$ cat config.mk
export PLATFORM = sky130hd
export DESIGN_NAME = wreg_merge_unit
export DESIGN_NICKNAME = d
export VERILOG_FILES = /design/src/rtl/wmu_pkg.sv /design/src/rtl/wmu_flags.sv /design/src/rtl/wmu_regs.sv /design/src/rtl/wreg_merge_unit.sv
export SDC_FILE = /design/constraint.sdc
export NUM_CORES = 1
export LEC_CHECK = 0
export BUFFER_PORTS_ARGS = -buffer_cell sky130_fd_sc_hd__buf_4
export CAP_MARGIN = 20
export CORE_ASPECT_RATIO = 1.2
export CORE_MARGIN = 4
export CORE_UTILIZATION = 50
export CTS_BUF_LIST = sky130_fd_sc_hd__clkbuf_8
export CTS_CLUSTER_DIAMETER = 50
export CTS_CLUSTER_SIZE = 8
export DETAILED_ROUTE_END_ITERATION = 16
export GPL_ROUTABILITY_DRIVEN = 1
export PLACE_DENSITY = 0.82
export SLEW_MARGIN = 20
export SYNTH_ARGS = -nofsm -noshare
export SYNTH_HDL_FRONTEND = slang
export SYNTH_SLANG_ARGS = --single-unit
$ cat constraint.sdc
create_clock -name clk -period 3.1 [get_ports clk]
set_clock_uncertainty 0.15 [all_clocks]
set_input_delay 0.465 -clock clk [delete_from_list [all_inputs] [get_ports clk]]
set_output_delay 0.465 -clock clk [all_outputs]
set_load 0.02 [all_outputs]
$ cat src/rtl/wmu_pkg.sv
package wmu_pkg;
  parameter int DATA_W = 16;
  localparam int HALF_W = DATA_W / 2;
  localparam int SHIFT_W = 4;

  typedef enum logic [1:0] {
    SEL_NONE  = 2'd0,
    SEL_ACC   = 2'd1,
    SEL_IDX_X = 2'd2,
    SEL_IDX_Y = 2'd3
  } ld_sel_e;

  // Bits left untouched by an accumulator load.
  function automatic logic [DATA_W-1:0] keep_mask(input logic narrow);
    keep_mask = narrow ? {{HALF_W{1'b1}}, {HALF_W{1'b0}}} : '0;
  endfunction

  // Bits replaced by a load.
  function automatic logic [DATA_W-1:0] write_mask(input logic narrow);
    write_mask = narrow ? {{HALF_W{1'b0}}, {HALF_W{1'b1}}} : '1;
  endfunction

  function automatic logic [DATA_W-1:0] merge(input logic [DATA_W-1:0] old_v,
                                              input logic [DATA_W-1:0] new_v,
                                              input logic narrow);
    merge = (old_v & keep_mask(narrow)) | (new_v & write_mask(narrow));
  endfunction

  function automatic logic [SHIFT_W-1:0] sign_shift(input logic narrow);
    sign_shift = narrow ? SHIFT_W'(0) : SHIFT_W'(HALF_W);
  endfunction

  function automatic logic sign_of(input logic [DATA_W-1:0] v, input logic narrow);
    sign_of = narrow ? v[HALF_W-1] : v[DATA_W-1];
  endfunction
endpackage

$ cat src/rtl/wmu_flags.sv
module wmu_flags (
  input  logic clk,
  input  logic rst_n,
  input  logic flg_we,
  input  logic flg_m,
  input  logic flg_x,
  input  logic flg_e,
  output logic m_q,
  output logic x_q,
  output logic e_q,
  output logic x_nxt,
  output logic x_narrow_evt
);
  logic m_nxt, e_nxt;

  always_comb begin
    m_nxt = m_q;
    x_nxt = x_q;
    e_nxt = e_q;
    if (flg_we) begin
      e_nxt = flg_e;
      m_nxt = flg_e | flg_m;
      x_nxt = flg_e | flg_x;
    end
  end

  assign x_narrow_evt = x_nxt & ~x_q;

  always_ff @(posedge clk) begin
    if (!rst_n) begin
      m_q <= 1'b1;
      x_q <= 1'b1;
      e_q <= 1'b1;
    end else begin
      m_q <= m_nxt;
      x_q <= x_nxt;
      e_q <= e_nxt;
    end
  end
endmodule

$ cat src/rtl/wmu_regs.sv
module wmu_regs
  import wmu_pkg::*;
(
  input  logic              clk,
  input  logic              rst_n,
  input  logic [1:0]        ld_sel,
  input  logic [DATA_W-1:0] ld_val,
  input  logic              m_cur,
  input  logic              x_cur,
  input  logic              x_nxt,
  output logic [DATA_W-1:0] acc_q,
  output logic [DATA_W-1:0] idx_q [2],
  output logic              sign_q
);
  localparam int NUM_IDX = 2;

  logic              acc_we;
  logic [DATA_W-1:0] acc_d;
  logic [DATA_W-1:0] idx_merged [NUM_IDX];
  logic [NUM_IDX-1:0] idx_we;
  logic              sign_d;

  assign acc_we = (ld_sel == SEL_ACC);
  assign acc_d  = acc_we ? merge(acc_q, ld_val, m_cur) : acc_q;

  always_ff @(posedge clk) begin
    if (!rst_n) acc_q <= '0;
    else        acc_q <= acc_d;
  end

  for (genvar i = 0; i < NUM_IDX; i++) begin : g_idx
    logic [DATA_W-1:0] idx_d;
    assign idx_we[i]     = (ld_sel == 2'(SEL_IDX_X + i));
    assign idx_merged[i] = ld_val & write_mask(x_cur);
    assign idx_d = (idx_we[i] ? idx_merged[i] : idx_q[i]) & write_mask(x_nxt);
    always_ff @(posedge clk) begin
      if (!rst_n) idx_q[i] <= '0;
      else        idx_q[i] <= idx_d;
    end
  end

  always_comb begin
    sign_d = sign_q;
    if (acc_we)         sign_d = sign_of(acc_d, m_cur);
    else if (idx_we[0]) sign_d = sign_of(idx_merged[0], x_cur);
    else if (idx_we[1]) sign_d = sign_of(idx_merged[1], x_cur);
  end

  always_ff @(posedge clk) begin
    if (!rst_n) sign_q <= 1'b0;
    else        sign_q <= sign_d;
  end
endmodule

$ cat src/rtl/wreg_merge_unit.sv
module wreg_merge_unit
  import wmu_pkg::*;
(
  input  logic              clk,
  input  logic              rst_n,
  input  logic              flg_we,
  input  logic              flg_m,
  input  logic              flg_x,
  input  logic              flg_e,
  input  logic [1:0]        ld_sel,
  input  logic [DATA_W-1:0] ld_val,
  output logic [DATA_W-1:0] acc_q,
  output logic [DATA_W-1:0] idx_x_q,
  output logic [DATA_W-1:0] idx_y_q,
  output logic              m_flag,
  output logic              x_flag,
  output logic              e_flag,
  output logic [SHIFT_W-1:0] acc_shift,
  output logic [SHIFT_W-1:0] idx_shift,
  output logic              res_sign
);
  logic              x_nxt;
  logic              x_narrow_evt;
  logic [DATA_W-1:0] idx_q [2];

  wmu_flags u_flags (
    .clk          (clk),
    .rst_n        (rst_n),
    .flg_we       (flg_we),
    .flg_m        (flg_m),
    .flg_x        (flg_x),
    .flg_e        (flg_e),
    .m_q          (m_flag),
    .x_q          (x_flag),
    .e_q          (e_flag),
    .x_nxt        (x_nxt),
    .x_narrow_evt (x_narrow_evt)
  );

  wmu_regs u_regs (
    .clk    (clk),
    .rst_n  (rst_n),
    .ld_sel (ld_sel),
    .ld_val (ld_val),
    .m_cur  (m_flag),
    .x_cur  (x_flag),
    .x_nxt  (x_nxt),
    .acc_q  (acc_q),
    .idx_q  (idx_q),
    .sign_q (res_sign)
  );

  assign idx_x_q   = idx_q[0];
  assign idx_y_q   = idx_q[1];
  assign acc_shift = sign_shift(m_flag);
  assign idx_shift = sign_shift(x_flag);
endmodule

# Word level (Yosys, flattened, before mapping)
# Cells that the tools add are included.
# op_classes
shifts,0
n_bitwise,8
mux,15
n_lt_le_gt_ge,0
mul,0
reduce_logical,1
div,0
n_eq_ne,3
add_sub_neg,0
# op_table
operator,count
16-bit 2-to-1 mux,7
16-bit AND,5
16-bit OR,1
4-bit 2-to-1 mux,2
1-bit 2-to-1 mux,6
2-bit == test (second input constant),2
3-bit nonzero test,1
2-bit by 1-bit == test with 1-bit output (second input constant),1
1-bit OR,2
# totals
output_inout_bits,60
mem_bits_ro,0
regBits,52
ramBits,0
n_memories,0
input_bits,24
word_cells,35
latchBits,0

# Longest topological paths before layout
# logic_depth
word_depth,6
depth_mapped,6
depth_no_buf,3

# Hierarchy
# From an unflattened synthesis, not the netlist that was laid out.
# hier_totals
hier_cells,254
hier_area_um2,2108.3
# by_module_without_submodules
module,n_inst,cells_per_inst,area_each_um2,seq_area_each_um2
wmu_regs,1,231,1925.6,980.9
wmu_flags,1,14,126.4,60.1
wreg_merge_unit,1,9,56.3,0.0

# Least setup slack after synthesis
# OpenSTA, ideal clock, no wires.
# synth_timing
path_type,flip-flop to output port
start,reg u_flags.m_q
end,out acc_shift[3]
stages_incl_launch_ff,3
setup_slack_ns,1.564
arrival_time_ns,0.921
path_cell_list,dfxtp_1 clkbuf_1 inv_1
# synth_via
elab_chain_len,1
# synth_rtl
item,line_no,text
start: declaration,wmu_flags.sv:8,"output logic m_q,"
start signal: assignment,wmu_flags.sv:35,m_q <= m_nxt;
4-bit 2-to-1 mux,wmu_pkg.sv:30,sign_shift = narrow ? SHIFT_W'(0) : SHIFT_W'(HALF_W);
end: declaration,wreg_merge_unit.sv:18,"output logic [SHIFT_W-1:0] acc_shift,"
# No other way between the ends.

# Worst setup path in the final report
# Same ends and word-level chain as after synthesis.

==> results_dict.tcl <==
set metrics [dict create \
    status "completed" \
    rsz0062_at_grt "false" \
    yosysWarnings 0 \
    layout.nets 342 \
    initial_core_util_pct 53.36 \
    ant_nets 0 \
    grt_pass1_wl_um 7948 \
    synth_seq_cells 52 \
    cts_buffer_depth 2 \
    num-fill-cells 352 \
    cts_setup_buffers 0 \
    root_buffer "clkbuf_8" \
    routed_wl_um 4997 \
    seq_area_frac_synth_pct 48.34 \
    power.density_mw_per_mm2 475.5 \
    slowest_delay_ns 0.63 \
    synth.avg_cell_area_um2 8.579 \
    holdPathStages 3 \
    die_h_um 79.89 \
    vias 1848 \
    r2r-start "u_flags.x_q$_SDFF_PN1_" \
    cts_resized 0 \
    io_pins 84 \
    fmax_ghz 0.5588 \
    netlist.area_leader.share_pct 48.34 \
    gp_congestion 0.7545 \
    yosys.area.top_type "dfxtp_1" \
    critical_path.startpoint_type "flop" \
    power_leakage_nw 1.180 \
    slew_headroom_pct 52.06 \
    crit_family "flip-flops" \
    syn_inst 251 \
    report.final.slew_viol_count 0 \
    syn2layout_area_growth_pct 28.18 \
    cp.required_ns 2.48 \
    cts_tree "yes" \
    tightest_slew_ns 0.7191 \
    critical_path_arrival_ns 1.17 \
    clock_latency_ns 0.30 \
    min_path_type "primary input to flop" \
    setup_viol 0 \
    synth.top_cells.by_area "dfxtp_1 (48%), nand2_1 (16%), a21boi_0 (7.0%), a21oi_1 (3.5%), buf_4 (3.5%)" \
    peakVddDrop_mv 0.4819 \
    drc 0 \
    synth-xor-area-share_pct 0 \
    setup-tns-final_ns 0 \
    cap_violations 0 \
    grt_usage_pct 19.13 \
    synthFlopType "dfxtp_1" \
    dpl.cell_count 365 \
    worstSetupEndpointType "primary output" \
    path_max_fanout 13 \
    synth_fa_ha_area_share_pct 0 \
    drtIter0Drc 94 \
    synth.area.mux_share_pct 0.4648 \
    finalCritPeriodShare_pct 57.73 \
    die_w_um 67.91 \
    finalHoldViolCount 0 \
    synth_common_cells "nand2_1 (93), dfxtp_1 (52), a21boi_0 (20), a21oi_1 (15), buf_4 (10)" \
    n_antenna_cell 0 \
    syn-cell-area_mm2 0.002153 \
    antenna_found_initial 0 \
    grt_start_max_net_pins 37 \
    multi_input_area_um2 947.2 \
    fp-row-count 25 \
    rr_worst_depth 3 \
    cts_buffers 5 \
    power_mw 1.313 \
    synth_cell_types 30 \
    grt_overflow 0 \
    drtPass1Iterations 4 \
    synth_edf_count 0 \
    h-tree-depth 2 \
    synth_compound_area_share_pct 19.41 \
    synth_top_family_by_area "simple AND/OR/NAND/NOR gates" \
    cts.reportedPaths.clkPinSlew_ns 0.09 \
    hp-start "flg_m" \
    synth_most_common_cell "nand2_1" \
    final.min_clock_period_ns 1.790 \
    dpl_worst_slack_ns 1.387 \
    post_drt_wl_per_cell_um 13.40 \
    dp_hpwl_um 3695 \
    via_per_inst 4.954 \
    hold_slack_ns 0.2344 \
    die-area_mm2 0.005425 \
    synthArstFlopShare_pct 0 \
    cts_sinks 52 \
    crit_slowest_cell "dfxtp_1" \
    grt_pass1_vias 1705 \
    ff_latch_area_mm2 0.001041 \
    cp_num_buf_inv 2 \
    path_cells "inv_1, buf_4" \
    rrSetupSlack_ns 1.53 \
    synth-simple-area-share_pct 23.07 \
    coreArea_mm2 0.004035 \
    numPortBuffers 77 \
    worstSetupStartpoint "u_flags.m_q$_SDFFE_PN1P_" \
    fin_util_pct 68.40 \
    fin_cells 373 \
    drive_above_1_share_pct 31.66 \
    fin_ws_ns 1.311 \
    cp.depth 2 \
    path_class "flop to primary output" \
    cts_hold_buf 0 \
    design_area_mm2 0.002760 \
    post_dp_cell_area_mm2 0.002649 \
]
[worst paths after layout]
| check | end |
|---|---|
| hold reg to reg | u_regs.idx_q[11]$_SDFF_PN0_ |
| setup reg to reg | u_regs.idx_q[28]$_SDFF_PN0_ |
| hold / removal | u_flags.m_q$_SDFFE_PN1P_ |
| setup / recovery | acc_shift[3] |
[cells in the final DEF, fill, tap and decap left out]
cell	synthesis	routed
clkinv_2	0	1
clkinvlp_4	0	1
a21boi_2	4	4
a21boi_1	8	8
nor2b_1	2	2
a21boi_0	20	20
bufinv_16	0	1
dfxtp_1	52	52
o21ai_0	9	9
a21oi_2	2	2
nor3b_4	1	1
o22ai_1	1	1
nand2_1	93	93
nor3b_1	1	1
and2b_1	2	2
nor3_1	1	1
and2_1	1	1
inv_1	2	2
and2b_2	6	6
conb_1	1	6
nor2_1	1	1
nand2b_4	1	1
mux2i_1	1	1
a21oi_1	15	15
o21ai_2	1	1
nand2b_1	2	2
o211a_1	1	1
buf_4	10	78
clkbuf_8	0	5
[power by group]
part	switching (mW)	total, mW	internal (mW)	leakage, nW
Sequential	0.0123	0.698	0.686	0.423
Combinational	0.0906	0.157	0.0668	0.703
Clock	0.218	0.457	0.239	0.0541
Total	0.321	1.31	0.992	1.18
[cell type report]
| type | instances | share of cell area [%] |
|---|---|---|
| Clock buffer | 5 | 2.493 |
| Clock inverter | 3 | 1.541 |
| Inverter | 2 | 0.2720 |
| Multi-Input combinational cell | 179 | 34.32 |
| Sequential cell | 52 | 37.72 |
| Tap cell | 54 | 2.448 |
| Timing Repair Buffer | 78 | 21.21 |
[worst register-to-register path: stages (launching register included)]
cell,delay (ns)
dfxtp_1,0.50
nor2_1,0.09
o21ai_2,0.60
a21oi_1,0.10
[kinds of logic (layout without fill, tap and decap cells)]
family | Yosys count | in the layout
AO/OA/AOI/OAI | 61 | 61
AND/OR/NAND/NOR | 111 | 111
buffers and inverters | 25 | 88
multiplexers | 1 | 1
flip-flops | 52 | 52
other | 1 | 6
[layer usage]
layer	wire length, um	GRT usage (%)	part of all wire (%)
met5	0	0	0
met2	2503	31.84	50
met1	2067	24.19	41
met3	349	3.239	7.0
met4	77	7.555	1.5
(Power assumes the default switching activity.)
